===== config.mk =====
export PLATFORM = sky130hd
export DESIGN_NAME = tmr_clk_prescaler
export DESIGN_NICKNAME = d
export VERILOG_FILES = /design/src/rtl/tmr_psc_pkg.sv /design/src/rtl/psc_divider.sv /design/src/rtl/psc_ext_edge.sv /design/src/rtl/psc_tick_mux.sv /design/src/rtl/tmr_clk_prescaler.sv
export SDC_FILE = /design/constraint.sdc
export NUM_CORES = 1
export LEC_CHECK = 0
export ABC_AREA = 1
export BUFFER_PORTS_ARGS = -buffer_cell sky130_fd_sc_hd__buf_2
export CAP_MARGIN = 25
export CORE_AREA = 2 2 39 41
export DETAILED_ROUTE_END_ITERATION = 7
export DIE_AREA = 0 0 41 43
export PLACE_DENSITY = 0.71
export SETUP_SLACK_MARGIN = 0.05
export SYNTH_ARGS = -nofsm -noshare
export SYNTH_HDL_FRONTEND = slang
export SYNTH_SLANG_ARGS = --single-unit

===== constraint.sdc =====
create_clock -name clk -period 2.1 [get_ports clk]
set_clock_uncertainty 0.2 [all_clocks]
set_input_delay 0.21 -clock clk [delete_from_list [all_inputs] [get_ports clk]]
set_output_delay 0.21 -clock clk [all_outputs]
set_load 0.005 [all_outputs]

===== src/rtl/tmr_psc_pkg.sv =====
package tmr_psc_pkg;

  parameter int PSC_DIV_W = 10;

  typedef enum logic [2:0] {
    SEL_STOP     = 3'd0,
    SEL_DIV1     = 3'd1,
    SEL_DIV8     = 3'd2,
    SEL_DIV64    = 3'd3,
    SEL_DIV256   = 3'd4,
    SEL_DIV1024  = 3'd5,
    SEL_EXT_FALL = 3'd6,
    SEL_EXT_RISE = 3'd7
  } tick_src_e;

  // number of low divider bits that must be all ones for a ratio
  function automatic int unsigned tap_width(input tick_src_e s);
    case (s)
      SEL_DIV8:    return 3;
      SEL_DIV64:   return 6;
      SEL_DIV256:  return 8;
      SEL_DIV1024: return 10;
      default:     return 0;
    endcase
  endfunction

  function automatic logic tap_all_ones(input logic [PSC_DIV_W-1:0] cnt,
                                        input int unsigned w);
    logic ok;
    ok = 1'b1;
    for (int i = 0; i < PSC_DIV_W; i++) begin
      if (i < w && !cnt[i]) ok = 1'b0;
    end
    return ok;
  endfunction

  function automatic logic is_ratio(input tick_src_e s);
    return (s != SEL_STOP) && (s != SEL_EXT_FALL) && (s != SEL_EXT_RISE);
  endfunction

endpackage


===== src/rtl/psc_divider.sv =====
module psc_divider #(
  parameter int W = tmr_psc_pkg::PSC_DIV_W
) (
  input  logic         clk,
  input  logic         rst_n,
  input  logic         run,
  input  logic         clear,
  output logic [W-1:0] cnt_q
);

  always_ff @(posedge clk or negedge rst_n) begin
    if (!rst_n) begin
      cnt_q <= '0;
    end else if (clear || !run) begin
      cnt_q <= '0;
    end else begin
      cnt_q <= cnt_q + 1'b1;
    end
  end

endmodule


===== src/rtl/psc_ext_edge.sv =====
module psc_ext_edge #(
  parameter int SYNC_STAGES = 2
) (
  input  logic clk,
  input  logic rst_n,
  input  logic pin,
  output logic rise,
  output logic fall
);

  localparam int CHAIN_W = SYNC_STAGES + 1;

  // stages 0..SYNC_STAGES-1 synchronize, the last one holds the prior level
  logic [CHAIN_W-1:0] chain_q;

  generate
    for (genvar g = 0; g < CHAIN_W; g++) begin : g_stage
      if (g == 0) begin : g_first
        always_ff @(posedge clk or negedge rst_n) begin
          if (!rst_n) chain_q[g] <= 1'b0;
          else        chain_q[g] <= pin;
        end
      end else begin : g_next
        always_ff @(posedge clk or negedge rst_n) begin
          if (!rst_n) chain_q[g] <= 1'b0;
          else        chain_q[g] <= chain_q[g-1];
        end
      end
    end
  endgenerate

  assign rise =  chain_q[SYNC_STAGES-1] & ~chain_q[SYNC_STAGES];
  assign fall = ~chain_q[SYNC_STAGES-1] &  chain_q[SYNC_STAGES];

endmodule


===== src/rtl/psc_tick_mux.sv =====
module psc_tick_mux
  import tmr_psc_pkg::*;
(
  input  logic                 enable,
  input  tick_src_e            sel,
  input  logic [PSC_DIV_W-1:0] div_cnt,
  input  logic                 clear,
  input  logic                 ext_rise,
  input  logic                 ext_fall,
  output logic                 tick
);

  logic tap_hit;

  always_comb begin
    tap_hit = tap_all_ones(div_cnt, tap_width(sel));
    case (sel)
      SEL_STOP:     tick = 1'b0;
      SEL_EXT_FALL: tick = ext_fall;
      SEL_EXT_RISE: tick = ext_rise;
      default:      tick = tap_hit && !clear;
    endcase
    tick = tick && enable;
  end

endmodule


===== src/rtl/tmr_clk_prescaler.sv =====
module tmr_clk_prescaler
  import tmr_psc_pkg::*;
#(
  parameter int SYNC_STAGES = 2
) (
  input  logic       clk,
  input  logic       rst_n,
  input  logic [2:0] clk_sel,
  input  logic       psc_clear,
  input  logic       ext_clk_in,
  output logic       cnt_tick
);

  localparam int MAX_RATIO = 1 << PSC_DIV_W;

  tick_src_e            sel_e;
  logic                 div_run;
  logic [PSC_DIV_W-1:0] div_cnt;
  logic                 ext_rise;
  logic                 ext_fall;

  assign sel_e   = tick_src_e'(clk_sel);
  assign div_run = is_ratio(sel_e);

  psc_divider #(.W(PSC_DIV_W)) u_div (
    .clk   (clk),
    .rst_n (rst_n),
    .run   (div_run),
    .clear (psc_clear),
    .cnt_q (div_cnt)
  );

  psc_ext_edge #(.SYNC_STAGES(SYNC_STAGES)) u_ext (
    .clk   (clk),
    .rst_n (rst_n),
    .pin   (ext_clk_in),
    .rise  (ext_rise),
    .fall  (ext_fall)
  );

  psc_tick_mux u_mux (
    .enable   (rst_n),
    .sel      (sel_e),
    .div_cnt  (div_cnt),
    .clear    (psc_clear),
    .ext_rise (ext_rise),
    .ext_fall (ext_fall),
    .tick     (cnt_tick)
  );

endmodule


==> run metrics <==
Area Overhead vs Synth 15.6%; headroom to the max-slew limit 0.797; FF-to-FF Start u_div.cnt_q[0]; utilization after layout 0.543; mean area per synthesized cell approximately 8.1 um^2; post-DP HPWL 868 um; ANT cells 0; CTS tree built; sequential element share of the synthesized area 0.500; CTS buffer count 3; Buffers on Ports 7; worst hold stages 4; cell internal pwr 0.349 mW; Final Max Slew Viols 0; hold wc startpoint psc_clear; Clk network pwr share 0.335; total track usage 0.165; Max VDD drop approximately 0.00033 V; vias per inst 4.84; first-pass GRT wire length 1.86 mm; largest net degree at the start of global routing 15; ratio of cells with drive above 1 in the final layout 0.161; Multi-input gate area 270 um^2; min cycle time layout 1750 ps; Startpoint Class input pin; Core ar. 1380 um^2; RSZ-0062 raised after global routing no; Comb pwr share 0.100; Cell Pwr Density 610 nW/um^2; Max Buffers Root-to-Sink 2; endpoints failing setup 0; initial antenna violation count 0; Hold Vio Cnt, Final 0; RD Place Congestion 0.774; vias post-DR about 530; IO Count 8; Least-Margin Pin Slew 304 ps; fmax 0.571 GHz; grt ovf 0; clk slew on worst S/H paths 70 ps; synth top area cells dfrtp_1 (50%), nand2_1 (9.8%), inv_1 (7.5%); Post-Syn Nets 88; vias in the first global route 503; Worst Path Max Fanout 14; total of warnings raised by yosys 0; Routed WL per cell between 10 and 15 um; worst-skew pair later-pin latency 280 ps; Critical Setup Path Class input pin to output pin; Fill cells 128; Clock Sinks 13; Yosys top cell by area dfrtp_1; max-cap viol count 0; total power approximately 0.46 mW; Syn Inst Count 80; nets 102; Sw Share 0.240; drc violations 0; Worst Hold Class input pin to flip-flop; R2R depth 6; Die X 41 um; Reg power frac 0.565; clock root cell clkbuf_4; Total Die Area 1760 um^2; critical path required time roughly 1700 ps; Pleak between 0.3 and 0.4 nW; post-synthesis register bit count 13; arrival time worst endpoint 1340 ps; FP Rows 14; Die Y 43 um; Distinct cells, synth 20; sequential cell area 325 um^2; Worst Setup SP rst_n; Net Sw Power 0.110 mW; final wirelength 1.14 mm; Synth top area share 0.500; PostCTS Resize Cnt 0; H-Tree Depth 1; DR iter-0 viols 2; run status finished, final reports clean; drt pass-1 iters 4; mapped cell area roughly 650 um^2; period utilisation layout 0.834; crit end category output pin; antenna viol nets, final 0; Initial Util 0.470; Final TNS setup 0 ps
-- cell usage in the layout, fill, tap and decap left out --
cell type and n:
dlygate4sd3_1 2, buf_2 7, nand3_1 4, nor3_1 1
nor2_1 10, o211ai_1 1, clkbuf_4 3, inv_1 13
a21oi_1 7, nand2_1 17, and3_1 1, a31oi_1 1
ha_1 1, o21ai_0 1, o21ai_2 1, o21bai_1 1
clkbuf_1 1, o21ai_4 1, or2_4 1, dfrtp_1 13
inv_4 1, o21ai_1 3, nor2_2 1, xor2_1 1
-- per-stage QoR --
step,cell area (um^2),std cells,hold slack [ps],setup slack (ps)
after floorplan,651,80,-286,752
after global placement,706,103,-85.7,620
after detailed placement,706,103,-84.2,595
after CTS,752,109,29.3,354
after global routing,752,109,26.9,190
final,752,109,27.9,348
-- cells by family (layout without fill, tap and decap cells) --
family,after synthesis,count (layout),synth area share
fa+ha+maj,1,1,0.0192
xor+xnor,1,1,0.0135
flops,13,13,0.500
buf+inv,14,27,0.0846
simple gates,35,35,0.227
compound gates,16,16,0.156
-- final cells by class --
cell class | instances | share of cell area
multi-input cells | 53 | 0.359
well taps | 16 | 0.0266
flip-flops and latches | 13 | 0.433
inverters | 14 | 0.0732
clock buffers | 4 | 0.0349
repair buffers | 9 | 0.0732
-- synthesized netlist by cell type --
cell type  instances
nand2_1           17
dfrtp_1           13
a31oi_1            1
o211ai_1           1
xor2_1             1
and3_1             1
or2_4              1
o21ai_2            1
o21bai_1           1
nor2_2             1
o21ai_0            1
inv_1             13
o21ai_1            3
a21oi_1            7
nor3_1             1
nand3_1            4
nor2_1            10
inv_4              1
o21ai_4            1
ha_1               1
-- state kept, by name, indices dropped and copies added (netlist names) --
name,cells
u_ext.chain_q,3
u_div.cnt_q,10
-- critical path, cell delays in order --
cell           delay, ps
dlygate4sd3_1        530
buf_2                300
inv_1                 70
a21oi_1              110
buf_2                120
-- layer usage --
| metal | vias to the layer above | global-route usage | wire length [um] |
|---|---|---|---|
| li1 | 281 | - | - |
| met1 | 235 | 0.170 | 543 |
| met2 | 8 | 0.256 | 514 |
| met3 | 4 | 0.0628 | 46 |
| met4 | 0 | 0.120 | 38 |
| met5 | - | 0 | 0 |
-- path summary, 6_finish.rpt --
path,slack (ps),endpoint
worst max-delay path,350,cnt_tick
worst min-delay path,30,u_div.cnt_q[0]
worst max register to register,590,u_div.cnt_q[8]
worst min register to register,160,u_ext.chain_q[1]
max in group asynchronous,1310,u_ext.chain_q[2]
min in group asynchronous,160,u_div.cnt_q[8]
-- power by group through the flow --
stage | Sequential (mW) | Clock [mW] | Combinational (mW)
after floorplan | 0.264 | 0 | 0.0254
after global placement | 0.264 | 0 | 0.0422
after detailed placement | 0.265 | 0 | 0.0433
after CTS | 0.259 | 0.158 | 0.0467
after global routing | 0.260 | 0.176 | 0.0532
final | 0.259 | 0.154 | 0.0460
-- timing repair --
item | 4_1_cts | 5_1_grt
hold endpoints to repair | 14 | 0
setup buffers | 0 | 0
hold buffers | 2 | 0
Note: power is estimated with default switching activity, not from simulation.
